<file path="src/rtl/ddr_lat_pkg.sv">
package ddr_lat_pkg;

    localparam int CFG_W    = 4;
    localparam int AL_MAX_I = 10;
    localparam int CL_MAX_I = 11;
    localparam int LAT_W    = $clog2(AL_MAX_I + CL_MAX_I + 1);
    localparam int PIPE_D   = AL_MAX_I + CL_MAX_I;
    localparam int SLOT_CYC = 4;
    localparam int CHOP_CYC = 2;

    typedef logic [CFG_W-1:0] cfg_t;
    typedef logic [LAT_W-1:0] lat_t;

    localparam cfg_t AL_MIN  = cfg_t'(0);
    localparam cfg_t AL_MAX  = cfg_t'(AL_MAX_I);
    localparam cfg_t CL_MIN  = cfg_t'(6);
    localparam cfg_t CL_MAX  = cfg_t'(CL_MAX_I);
    localparam cfg_t CWL_MIN = cfg_t'(5);
    localparam cfg_t CWL_MAX = cfg_t'(8);

    typedef enum logic {
        DIR_RD = 1'b0,
        DIR_WR = 1'b1
    } dir_e;

    typedef struct packed {
        cfg_t al;
        cfg_t cl;
        cfg_t cwl;
        logic tie;
    } lat_cfg_t;

    typedef struct packed {
        lat_t rl;
        lat_t wl;
        logic err;
    } lat_set_t;

    function automatic cfg_t clamp_cfg(cfg_t v, cfg_t lo, cfg_t hi);
        if (v < lo) return lo;
        if (v > hi) return hi;
        return v;
    endfunction

    function automatic logic out_of_range(cfg_t v, cfg_t lo, cfg_t hi);
        return (v < lo) || (v > hi);
    endfunction

endpackage

</file>
<file path="src/rtl/ddr_lat_calc.sv">
module ddr_lat_calc
    import ddr_lat_pkg::*;
(
    input  lat_cfg_t cfg,
    output lat_set_t lat
);
    cfg_t al_c, cl_c, cwl_c;
    lat_t rl_sum;

    always_comb begin
        al_c   = clamp_cfg(cfg.al,  AL_MIN,  AL_MAX);
        cl_c   = clamp_cfg(cfg.cl,  CL_MIN,  CL_MAX);
        cwl_c  = clamp_cfg(cfg.cwl, CWL_MIN, CWL_MAX);
        rl_sum = LAT_W'(al_c) + LAT_W'(cl_c);

        lat.rl  = rl_sum;
        lat.wl  = cfg.tie ? (rl_sum - LAT_W'(1))
                          : (LAT_W'(al_c) + LAT_W'(cwl_c));
        lat.err = out_of_range(cfg.al,  AL_MIN,  AL_MAX)
                | out_of_range(cfg.cl,  CL_MIN,  CL_MAX)
                | out_of_range(cfg.cwl, CWL_MIN, CWL_MAX);
    end
endmodule

</file>
<file path="src/rtl/ddr_burst_track.sv">
module ddr_burst_track
    import ddr_lat_pkg::*;
#(
    parameter int DEPTH = PIPE_D,
    parameter int SLOT  = SLOT_CYC,
    parameter int CHOPC = CHOP_CYC
) (
    input  logic clk,
    input  logic rst,
    input  logic cmd,
    input  logic chop,
    input  lat_t lat,
    output logic data_en,
    output logic strobe_en
);
    localparam int IDX_W = $clog2(DEPTH);
    localparam int CNT_W = $clog2(SLOT + 1);

    logic [DEPTH-1:0] mark_q, mark_d;
    logic [DEPTH-1:0] chop_q, chop_d;
    logic [CNT_W-1:0] left_q;
    logic             slot_chop_q;
    logic [IDX_W-1:0] slot_idx;

    always_comb begin
        slot_idx = IDX_W'(lat - LAT_W'(1));
        mark_d   = mark_q >> 1;
        chop_d   = chop_q >> 1;
        if (cmd && (lat != '0) && (int'(lat) <= DEPTH)) begin
            mark_d[slot_idx] = 1'b1;
            chop_d[slot_idx] = chop;
        end
    end

    always_ff @(posedge clk) begin
        if (rst) begin
            mark_q      <= '0;
            chop_q      <= '0;
            left_q      <= '0;
            slot_chop_q <= 1'b0;
        end else begin
            mark_q <= mark_d;
            chop_q <= chop_d;
            if (mark_q[0]) begin
                left_q      <= CNT_W'(SLOT);
                slot_chop_q <= chop_q[0];
            end else if (left_q != '0) begin
                left_q <= left_q - CNT_W'(1);
            end
        end
    end

    always_comb begin
        data_en   = (left_q != '0) &&
                    (!slot_chop_q || (left_q > CNT_W'(SLOT - CHOPC)));
        strobe_en = mark_q[0] | data_en;
    end
endmodule

</file>
<file path="src/rtl/ddr_lat_sched.sv">
module ddr_lat_sched
    import ddr_lat_pkg::*;
(
    input  logic       clk,
    input  logic       rst,
    input  logic       rd_cmd,
    input  logic       wr_cmd,
    input  logic       chop,
    input  logic       tie_wl,
    input  logic [3:0] cfg_al,
    input  logic [3:0] cfg_cl,
    input  logic [3:0] cfg_cwl,
    output logic       rd_data_vld,
    output logic       rd_dqs_en,
    output logic       wr_data_cap,
    output logic       wr_dqs_en,
    output logic       cfg_err
);
    lat_cfg_t cfg;
    lat_set_t lat;
    logic [1:0] cmd_v;
    lat_t       lat_v [2];
    logic [1:0] data_v;
    logic [1:0] strb_v;

    always_comb begin
        cfg.al  = cfg_al;
        cfg.cl  = cfg_cl;
        cfg.cwl = cfg_cwl;
        cfg.tie = tie_wl;
    end

    ddr_lat_calc u_calc (
        .cfg (cfg),
        .lat (lat)
    );

    always_comb begin
        cmd_v[DIR_RD] = rd_cmd;
        cmd_v[DIR_WR] = wr_cmd;
        lat_v[DIR_RD] = lat.rl;
        lat_v[DIR_WR] = lat.wl;
    end

    for (genvar d = 0; d < 2; d++) begin : g_dir
        ddr_burst_track #(
            .DEPTH (PIPE_D),
            .SLOT  (SLOT_CYC),
            .CHOPC (CHOP_CYC)
        ) u_trk (
            .clk       (clk),
            .rst       (rst),
            .cmd       (cmd_v[d]),
            .chop      (chop),
            .lat       (lat_v[d]),
            .data_en   (data_v[d]),
            .strobe_en (strb_v[d])
        );
    end

    always_comb begin
        rd_data_vld = data_v[DIR_RD];
        rd_dqs_en   = strb_v[DIR_RD];
        wr_data_cap = data_v[DIR_WR];
        wr_dqs_en   = strb_v[DIR_WR];
        cfg_err     = lat.err;
    end
endmodule

</file>
<file path="config.mk">
export PLATFORM = sky130hd
export DESIGN_NAME = ddr_lat_sched
export DESIGN_NICKNAME = d
export VERILOG_FILES = /design/src/rtl/ddr_lat_pkg.sv /design/src/rtl/ddr_lat_calc.sv /design/src/rtl/ddr_burst_track.sv /design/src/rtl/ddr_lat_sched.sv
export SDC_FILE = /design/constraint.sdc
export NUM_CORES = 1
export LEC_CHECK = 0
export ABC_CLOCK_PERIOD_IN_PS = 11500
export BUFFER_PORTS_ARGS = -buffer_cell sky130_fd_sc_hd__buf_2
export CORE_MARGIN = 4
export CORE_UTILIZATION = 60
export CTS_BUF_LIST = sky130_fd_sc_hd__clkbuf_2
export CTS_CLUSTER_DIAMETER = 80
export DETAILED_ROUTE_END_ITERATION = 16
export PLACE_DENSITY_LB_ADDON = 0.3
export SETUP_SLACK_MARGIN = 0.05
export SKIP_LAST_GASP = 1
export SLEW_MARGIN = 0
export SYNTH_ARGS = -nofsm -noshare
export SYNTH_HDL_FRONTEND = slang
export SYNTH_SLANG_ARGS = --single-unit
</file>
<file path="constraint.sdc">
create_clock -name clk -period 11.5 [get_ports clk]
set_input_delay 2.3 -clock clk [delete_from_list [all_inputs] [get_ports clk]]
set_output_delay 2.3 -clock clk [all_outputs]
set_load 0.01 [all_outputs]
</file>
==> results of run 1 <==
==> how the worst min path moves through the flow <==
stage | from | endpoint | slack [ns] | depth (start not counted)
after floorplan | g_dir[0].u_trk.mark_q[12] | g_dir[0].u_trk.mark_q[11] | 0.41 | 2
after global placement | g_dir[1].u_trk.mark_q[15] | g_dir[1].u_trk.mark_q[14] | 0.41 | 2
after detailed placement | g_dir[1].u_trk.mark_q[1] | g_dir[1].u_trk.mark_q[0] | 0.42 | 2
after CTS | g_dir[0].u_trk.mark_q[12] | g_dir[0].u_trk.mark_q[11] | 0.43 | 2
after global routing | g_dir[1].u_trk.mark_q[15] | g_dir[1].u_trk.mark_q[14] | 0.46 | 2
final | g_dir[0].u_trk.mark_q[12] | g_dir[0].u_trk.mark_q[11] | 0.43 | 2
==> Yosys cell counts, drive strengths merged (2+ instances only) <==
library cell,number,area share (%)
or2,2,0.27
nand2b,13,1.9
nor3b,3,0.96
dfxtp,92,40
nand3,24,4.7
buf,4,0.77
o21ba,2,0.44
a21o,3,0.66
nor3,6,0.66
or3,7,0.96
nor2b,2,0.27
fa,2,0.88
inv,31,2.5
o21ai,31,3.4
xor2,2,0.79
a21boi,3,0.74
nand2,31,2.6
mux2i,22,5.1
and2,4,0.55
and3,2,0.27
o31ai,2,0.63
a21oi,46,6.0
clkbuf,21,1.7
o32ai,2,0.38
maj3,3,0.77
nor2,68,5.8
a2111oi,3,0.71
xnor3,2,0.99
xnor2,10,2.4
nand3b,25,4.9
ha,18,4.9
==> state kept, by name, summed over array words and instances (netlist names) <==
signal	cells
g_dir.u_trk.chop_q	42
g_dir.u_trk.slot_chop_q	2
g_dir.u_trk.mark_q	42
g_dir.u_trk.left_q	6
==> kinds of logic (layout without fill, tap and decap cells) <==
logic type                 after synthesis  after routing
and+or+nand+nor                        189            189
DFF                                     92             92
AOI/OAI and AO/OA                      100            100
adders and majority gates               23             23
muxes                                   22             22
xor gates and xnor gates                14             14
buffers and inverters                   56             70
==> power by group through the flow <==
stage	clock, mW	combinational (mW)	sequential, mW
2_1_floorplan	0	0.173	0.349
3_3_place_gp	0	0.208	0.350
3_5_place_dp	0	0.213	0.351
4_1_cts	0.139	0.215	0.345
5_1_grt	0.152	0.240	0.348
6_report	0.133	0.214	0.345
==> worst max-delay path, cell delays in order <==
cell,delay [ns]
buf_2,0.11
a21o_1,0.17
nand2_1,0.11
and2_1,0.19
ha_1,0.20
fa_1,0.48
inv_1,0.18
ha_1,0.47
nand2_2,0.16
o211ai_1,0.22
nand3_2,0.53
nor2_2,0.56
nand2_1,0.12
mux2i_1,0.14
==> cell usage in the layout (no fill, tap or decap), drive strengths merged, types with 4 or more instances in the layout <==
cell type	Yosys	layout
or3	7	7
dfxtp	92	92
ha	18	18
mux2i	22	22
nand3	24	24
clkbuf	21	10
nor3	6	6
o21ai	31	31
nand3b	25	25
xnor2	10	10
inv	31	32
buf	4	23
nand2	31	31
nor2	68	68
nand2b	13	13
a21oi	46	46
and2	4	4
==> stage by stage <==
step                cell area (um^2)  setup slack, ns  cells  total power, mW
floorplan                       4567            6.311    496           0.5221
global placement                4695            5.576    593           0.5583
detailed placement              4695            5.394    593           0.5649
CTS                             4785            5.990    609           0.6995
global route                    4785            5.621    609           0.7405
finish                          4785            5.919    609           0.6919
==> metal layers <==
| layer | routed length (um) | global-route usage (%) |
|---|---|---|
| met4 | 125 | 5.769 |
| met3 | 231 | 4.657 |
| met5 | 0 | 0 |
| met1 | 3795 | 25.07 |
| met2 | 3965 | 33.99 |
==> final cells by class <==
cell class,instances,area share [%]
Inverter,31,2.432
Tap cell,99,2.589
Timing Repair Buffer,23,2.458
Clock buffer,10,1.046
Multi-Input combinational cell,348,52.14
Clock inverter,6,0.8368
Sequential cell,92,38.49
==> flow_metrics.py, run 1 <==
metrics = {
    "outcome": {
        "status": "complete, no violations",
    },
    "clocking": {
        "cts_max_path_buffers": 2,
        "hold_buffers": 0,
        "worstSkewPairLatency_ns": 0.52,
        "post_cts_buffers": 0,
        "cts_tree": "yes",
        "htreeDepth": 3,
        "cts.sinks": 92,
        "cts_buffers": 9,
        "clk_pin_slew_worst_paths_ns": 0.24,
        "clockRootBuffer": "clkbuf_2",
        "cts_resized": 0,
    },
    "setup_path": {
        "crit_path_start": "cfg_al[1]",
        "r2r_start": "g_dir[1].u_trk.left_q[1]",
        "cp.arrival_ns": 5.94,
        "worstPathRequired_ns": 11.86,
        "r2r_setup_slack_ns": 10.14,
        "cp-endpoint": "g_dir[1].u_trk.chop_q[16]",
        "rr_worst_depth": 5,
        "path_max_fanout": 15,
        "crit_path_start_kind": "primary input",
        "path_class": "in2reg",
        "endpoint_kind": "flop",
        "regToRegEndpoint": "g_dir[1].u_trk.left_q[1]",
    },
    "placed_design": {
        "dp_hpwl_um": 5839,
        "globalplace.congestion": 0.8127,
        "io_buffers": 22,
    },
    "yosys": {
        "avgSynthCellArea_um2": 9.207,
        "async_reset_ff_share_pct": 0,
        "synth-seq-cells": 92,
        "ys_seq_area_share_pct": 40.33,
        "synth_compound_area_share_pct": 14.49,
        "synthMuxAreaShare_pct": 5.096,
        "synth_cell_types": 61,
        "synth-simple-area-share_pct": 24.27,
        "synth_fp_nets": 534,
        "synthCells": 496,
        "synthesis.area_mm2": 0.004567,
        "synth-xor-area-share_pct": 4.192,
        "synth-main-ff-cell": "dfxtp_1",
        "synthAdderAreaFrac_pct": 6.575,
        "synth_top_family_by_area": "simple AND/OR/NAND/NOR gates",
        "yosysWarnings": 0,
        "synth_edf_count": 0,
    },
    "cells_and_area": {
        "layout.nets": 543,
        "drive_gt1_share_pct": 16.08,
        "area_growth_pct": 4.767,
        "num_antenna_cells": 0,
        "multi_input_area_mm2": 0.002495,
        "nFillCells": 603,
        "finalCoreUtilization_pct": 65.27,
        "regArea_mm2": 0.001842,
    },
    "detailed_routing": {
        "routedWlPerCell_um": 13.33,
        "num_vias": 3300,
        "wl_um": 8117,
        "first_pass_iters": 4,
        "drc": 0,
        "vias_per_cell": 5.419,
        "drt_iter0_drc": 166,
        "antenna_left": 0,
    },
    "grt": {
        "overflow": 0,
        "grt_pass1_vias": 3219,
        "antenna_found_initial": 0,
        "grt_usage_pct": 19.93,
        "grt_pass1_wl_um": 14360,
        "grt_max_degree": 92,
    },
    "flow_run": {
        "max_cap_viol_count": 0,
    },
    "timing": {
        "fmax_mhz": 179.2,
        "worst_pin_slew_ns": 1.125,
        "hold_violations": 0,
        "min_period_ns": 5.581,
        "post-route-period-util_pct": 48.53,
        "slew_violations": 0,
        "fin_skew_ns": 0.02414,
        "max_slew_margin_pct": 24.99,
        "rsz0062_at_grt": "false",
        "fin_setup_tns_ns": 0,
        "setup_viol": 0,
        "whs_ns": 0.4312,
    },
    "floorplan": {
        "die-area_mm2": 0.009072,
        "initial_core_util_pct": 62.30,
        "die_h_um": 95.25,
        "die_w_um": 95.25,
        "coreArea_mm2": 0.007331,
        "num_rows": 31,
        "boundaryPins": 23,
    },
    "hold_path": {
        "worst_hold_path_type": "reg2reg",
    },
    "power_and_ir_drop": {
        "p_clk_share_pct": 19.2,
        "peakVddDrop_mv": 0.1134,
        "swShare_pct": 34.89,
        "p_leak_nw": 1.833,
        "p_comb_share_pct": 30.9,
        "seqPwrFrac_pct": 49.9,
        "power_density_mw_per_mm2": 144.6,
        "internal_power_mw": 0.4505,
        "p_switching_mw": 0.2414,
    },
}
(Power assumes the default switching activity.)
==> run 2: changes to the inputs <==
--- a/config.mk
+++ b/config.mk
@@ -5,10 +5,10 @@
 export SDC_FILE = /design/constraint.sdc
 export NUM_CORES = 1
 export LEC_CHECK = 0
-export ABC_CLOCK_PERIOD_IN_PS = 11500
+export ABC_CLOCK_PERIOD_IN_PS = 5100
 export BUFFER_PORTS_ARGS = -buffer_cell sky130_fd_sc_hd__buf_2
 export CORE_MARGIN = 4
-export CORE_UTILIZATION = 60
+export CORE_UTILIZATION = 57
 export CTS_BUF_LIST = sky130_fd_sc_hd__clkbuf_2
 export CTS_CLUSTER_DIAMETER = 80
 export DETAILED_ROUTE_END_ITERATION = 16
==> constraint.sdc (replaced) <==
create_clock -name clk -period 5.1 [get_ports clk]
set_input_delay 1.02 -clock clk [delete_from_list [all_inputs] [get_ports clk]]
set_output_delay 1.02 -clock clk [all_outputs]
set_load 0.01 [all_outputs]
==> flow_metrics.py, run 2 (same netlist as run 1, synthesis figures left out) <==
metrics = {
    "outcome": {
        "status": "complete, no violations",
    },
    "setup_path": {
        "cp.depth": 13,
        "cp.arrival_ns": 4.55,
        "path_cells": "buf_2 -> inv_1 -> or3_1 -> fa_1 -> inv_1 -> ha_1 -> xnor3_1 -> mux2i_4 -> nand2_1 -> nor3_1 -> o21ai_1 -> nor2_1 -> mux2i_1",
        "worstPathRequired_ns": 5.55,
        "timing.critical_path.buf_inv": 3,
        "crit_top_cell": "inv_1",
        "path_max_fanout": 14,
        "cp_top_family": "simple AND/OR/NAND/NOR gates",
        "crit_path_max_incr_delay_ns": 0.54,
        "path_class": "in2reg",
        "slowest_stage": "fa_1",
        "crit_path_start_kind": "primary input",
        "endpoint_kind": "flop",
        "rr_worst_depth": 5,
    },
    "grt": {
        "grt_pass1_wl_um": 14380,
        "grt_max_degree": 91,
        "overflow": 0,
        "grt_pass1_vias": 3139,
        "grt_usage_pct": 18.26,
        "antenna_found_initial": 0,
    },
    "cells_and_area": {
        "num_antenna_cells": 0,
        "layout.nets": 545,
        "drive_gt1_share_pct": 16.60,
        "postLayoutCellArea_mm2": 0.004898,
        "final_common_cell": "dfxtp_1",
        "area_growth_pct": 7.260,
        "largestRegisters": "g_dir.u_trk.chop_q: 42 flops, g_dir.u_trk.mark_q: 42 flops, g_dir.u_trk.left_q: 6 flops",
        "mostFrequentLayoutCells": "dfxtp_1, nor2_1, a21oi_1",
        "nFillCells": 679,
    },
    "flow_run": {
        "max_cap_viol_count": 0,
    },
    "clocking": {
        "cts_buffers": 9,
        "clockRootBuffer": "clkbuf_2",
        "cts_tree": "yes",
        "clk_pin_slew_worst_paths_ns": 0.24,
        "cts_resized": 0,
        "post_cts_buffers": 0,
        "cts_max_path_buffers": 2,
        "hold_buffers": 0,
        "cts.sinks": 92,
        "htreeDepth": 3,
        "worstSkewPairLatency_ns": 0.51,
    },
    "power_and_ir_drop": {
        "swShare_pct": 31.19,
        "seqPwrFrac_pct": 43.9,
        "power_density_mw_per_mm2": 361.6,
        "p_switching_mw": 0.5525,
        "p_clk_share_pct": 28.4,
        "p_leak_nw": 1.895,
        "p_comb_share_pct": 27.7,
        "peakVddDrop_mv": 0.2049,
        "internal_power_mw": 1.219,
    },
    "detailed_routing": {
        "drt_iter0_drc": 144,
        "routedWlPerCell_um": 13.59,
        "first_pass_iters": 4,
        "num_vias": 3287,
        "drc": 0,
        "wl_um": 8347,
        "vias_per_cell": 5.353,
        "antenna_left": 0,
    },
    "placed_design": {
        "io_buffers": 22,
        "dpl_cell_area_mm2": 0.004713,
        "globalplace.congestion": 0.8182,
        "dpl_worst_slack_ns": 0.4919,
        "dp_hpwl_um": 5976,
    },
    "timing": {
        "max_slew_margin_pct": 26.51,
        "post-route-period-util_pct": 80.35,
        "worst_pin_slew_ns": 1.102,
        "fmax_mhz": 244.0,
        "hold_violations": 0,
        "min_period_ns": 4.098,
        "fin_setup_tns_ns": 0,
        "rsz0062_at_grt": "false",
        "setup_slack_ns": 1.002,
        "fin_skew_ns": 0.01935,
        "setup_viol": 0,
        "slew_violations": 0,
    },
    "floorplan": {
        "die_h_um": 97.51,
        "coreArea_mm2": 0.007767,
        "die-area_mm2": 0.009508,
        "boundaryPins": 23,
        "num_rows": 32,
        "die_w_um": 97.51,
        "initial_core_util_pct": 58.80,
    },
    "hold_path": {
        "min_delay_path_depth": 2,
        "worst_hold_path_type": "reg2reg",
    },
}
[run 2: cell count changes in the layout (fill, tap and decap cells not counted)]
cell	before	now
inv_6	1	0
buf_4	1	3
bufinv_16	0	4
clkinv_1	2	1
clkinv_4	1	0
clkinvlp_4	2	0
inv_8	0	1
[run 2: area by class of cell]
class,count,area [um^2],area share [%]
Clock inverter,6,135.1,2.759
Sequential cell,92,1842,37.60
Inverter,31,116.4,2.375
Multi-Input combinational cell,348,2495,50.93
Clock buffer,10,50.05,1.022
Tap cell,102,127.6,2.605
Timing Repair Buffer,25,132.6,2.708
[run 2: final timing paths]
path / from / endpoint / slack (ns)
hold reg to reg: g_dir[1].u_trk.chop_q[6] / g_dir[1].u_trk.chop_q[5] / 0.45
hold / removal: g_dir[1].u_trk.chop_q[6] / g_dir[1].u_trk.chop_q[5] / 0.45
setup / recovery: cfg_cl[3] / g_dir[1].u_trk.chop_q[4] / 1.00
setup reg to reg: g_dir[0].u_trk.left_q[0] / g_dir[0].u_trk.left_q[1] / 3.76
[run 2: layer usage]
| layer | up-vias | wire [um] | global-route usage (%) |
|---|---|---|---|
| met4 | 0 | 92 | 5.218 |
| met1 | 1537 | 3775 | 23.23 |
| met3 | 8 | 245 | 4.020 |
| met5 | - | 0 | 0 |
| met2 | 44 | 4233 | 31.10 |
| li1 | 1698 | - | - |
[run 2: power groups by stage]
stage	clock [mW]	sequential [mW]	combinational [mW]
floorplan	0	0.787	0.390
global placement	0	0.790	0.470
detailed placement	0	0.792	0.490
CTS	0.515	0.779	0.493
global route	0.543	0.784	0.551
finish	0.503	0.778	0.490
[run 2: stage by stage]
step	utilization, %	hold WS (ns)	power, mW	instances
4_1_cts	63.06	0.4463	1.787	614
2_1_floorplan	-	0.4108	1.177	496
3_5_place_dp	60.68	0.4196	1.282	598
5_1_grt	63.06	0.4559	1.878	614
3_3_place_gp	60.68	0.4135	1.260	598
6_report	63.06	0.4454	1.771	614
[run 2: worst register-to-register path, stage by stage, from the launching register on]
cell	delay [ns]
dfxtp_1	0.40
inv_1	0.09
ha_1	0.23
nand2b_1	0.13
nor2_1	0.05
a2111oi_0	0.35
==> run 3: changes to the inputs <==
--- a/config.mk
+++ b/config.mk
@@ -5,7 +5,7 @@
 export SDC_FILE = /design/constraint.sdc
 export NUM_CORES = 1
 export LEC_CHECK = 0
-export ABC_CLOCK_PERIOD_IN_PS = 5100
+export ABC_CLOCK_PERIOD_IN_PS = 3500
 export BUFFER_PORTS_ARGS = -buffer_cell sky130_fd_sc_hd__buf_2
 export CORE_MARGIN = 4
 export CORE_UTILIZATION = 57
==> constraint.sdc (replaced) <==
create_clock -name clk -period 3.5 [get_ports clk]
set_input_delay 0.7 -clock clk [delete_from_list [all_inputs] [get_ports clk]]
set_output_delay 0.7 -clock clk [all_outputs]
set_load 0.01 [all_outputs]
==> flow_metrics.py, run 3 (same netlist as run 1, synthesis figures left out) <==
metrics = {
    "cells_and_area": {
        "final_common_cell": "dfxtp_1",
        "drive_gt1_share_pct": 24.51,
        "layout.nets": 592,
        "area_growth_pct": 15.97,
        "final_cells": 661,
        "num_antenna_cells": 0,
        "mostFrequentLayoutCells": "dfxtp_1, nor2_1, buf_4",
        "largestRegisters": "g_dir.u_trk.chop_q: 42 flops, g_dir.u_trk.mark_q: 42 flops, g_dir.u_trk.left_q: 6 flops",
    },
    "power_and_ir_drop": {
        "power_density_mw_per_mm2": 504.4,
        "seqPwrFrac_pct": 42.5,
        "peakVddDrop_mv": 0.3081,
        "internal_power_mw": 1.811,
        "p_comb_share_pct": 32.0,
        "p_switching_mw": 0.8604,
        "swShare_pct": 32.21,
        "p_clk_share_pct": 25.5,
        "p_leak_nw": 2.136,
    },
    "grt": {
        "antenna_found_initial": 0,
        "grt_max_degree": 91,
        "grt_pass1_vias": 3485,
        "overflow": 0,
        "grt_usage_pct": 19.45,
        "grt_pass1_wl_um": 15510,
    },
    "detailed_routing": {
        "drt_iter0_drc": 145,
        "routedWlPerCell_um": 13.27,
        "first_pass_iters": 4,
        "antenna_left": 0,
        "vias_per_cell": 5.334,
        "num_vias": 3526,
        "wl_um": 8772,
        "drc": 0,
    },
    "floorplan": {
        "boundaryPins": 23,
        "die_w_um": 97.51,
        "num_rows": 32,
        "die_h_um": 97.51,
        "coreArea_mm2": 0.007767,
        "initial_core_util_pct": 58.80,
        "die-area_mm2": 0.009508,
    },
    "placed_design": {
        "globalplace.congestion": 0.8786,
        "dp.cells": 645,
        "io_buffers": 22,
        "dpl_worst_slack_ns": -0.2393,
        "dp_hpwl_um": 6346,
    },
    "hold_path": {
        "worstHoldStart": "g_dir[1].u_trk.mark_q[15]",
        "holdPathEnd": "g_dir[1].u_trk.mark_q[14]",
        "worst_hold_path_type": "reg2reg",
        "min_delay_path_depth": 2,
    },
    "clocking": {
        "cts_tree": "yes",
        "post_cts_buffers": 0,
        "clk_pin_slew_worst_paths_ns": 0.25,
        "cts.sinks": 92,
        "htreeDepth": 3,
        "hold_buffers": 0,
        "clockRootBuffer": "clkbuf_2",
        "cts_buffers": 9,
        "worstSkewPairLatency_ns": 0.54,
        "cts_max_path_buffers": 2,
        "cts_resized": 0,
    },
    "setup_path": {
        "path_max_fanout": 4,
        "path_class": "in2reg",
        "worstPathRequired_ns": 3.95,
        "regToRegEndpoint": "g_dir[0].u_trk.left_q[1]",
        "crit_path_start_kind": "primary input",
        "r2r_start": "g_dir[0].u_trk.left_q[1]",
        "cp.arrival_ns": 3.64,
        "endpoint_kind": "flop",
        "r2r_setup_slack_ns": 2.14,
        "rr_worst_depth": 5,
    },
    "timing": {
        "worst_pin_slew_ns": 1.165,
        "rsz0062_at_grt": "false",
        "hold_violations": 0,
        "post-route-period-util_pct": 91.11,
        "setup_slack_ns": 0.3113,
        "slew_violations": 0,
        "min_period_ns": 3.189,
        "fmax_mhz": 313.6,
        "setup_viol": 0,
        "max_slew_margin_pct": 22.35,
        "fin_skew_ns": 0.02390,
    },
    "outcome": {
        "status": "complete, no violations",
    },
    "flow_run": {
        "max_cap_viol_count": 0,
    },
}
[run 3: worst max path at each step]
stage,start,endpoint,slack [ns],cells past startpoint
floorplan,cfg_al[1],g_dir[1].u_trk.chop_q[10],0.08,14
global placement,cfg_al[1],g_dir[1].u_trk.chop_q[4],-0.11,15
detailed placement,cfg_al[1],g_dir[1].u_trk.chop_q[4],-0.24,14
CTS,cfg_al[1],g_dir[1].u_trk.chop_q[4],0.33,14
global route,cfg_al[1],g_dir[1].u_trk.chop_q[4],0.10,14
finish,cfg_al[1],g_dir[1].u_trk.chop_q[4],0.31,15
[run 3: layout make-up]
cell class                      instances  area (um^2)
Clock inverter                          7        122.6
Clock buffer                            9        45.04
Fill cell                             635         2471
Inverter                               31        116.4
Timing Repair Buffer                   72        523.0
Tap cell                              102        127.6
Sequential cell                        92         1842
Multi-Input combinational cell        348         2520
[run 3: critical path, stage by stage]
cell	delay [ns]
buf_2	0.09
a21o_1	0.11
nand2_1	0.06
and2_1	0.17
ha_1	0.23
fa_1	0.47
xnor2_2	0.25
xnor2_2	0.17
buf_4	0.16
nand2_1	0.06
xnor2_1	0.17
a2111oi_2	0.45
o21ai_1	0.14
nor2_1	0.19
mux2i_1	0.21
[run 3: per-layer routing]
metal | GRT usage, % | routed length (um)
met5 | 0 | 0
met4 | 5.325 | 114
met3 | 3.733 | 313
met2 | 34.63 | 4408
met1 | 23.87 | 3936
[run 3: through the flow]
stage	util, %	TNS [ns]	power (mW)	hold slack, ns	instance area (um^2)
floorplan	-	0	1.730	0.4108	4592
finish	68.19	0	2.672	0.4232	5296
CTS	68.19	0	2.688	0.4285	5296
global route	68.19	0	2.827	0.4421	5296
detailed placement	66.03	-7.559	2.006	0.4207	5129
global placement	66.03	-2.430	1.973	0.4149	5129
[run 3: power by group through the flow]
| stage | Combinational, mW | Sequential (mW) | Clock, mW |
|---|---|---|---|
| finish | 0.854 | 1.14 | 0.682 |
| global route | 0.947 | 1.14 | 0.737 |
| CTS | 0.857 | 1.14 | 0.694 |
| detailed placement | 0.850 | 1.16 | 0 |
| global placement | 0.822 | 1.15 | 0 |
| floorplan | 0.583 | 1.15 | 0 |
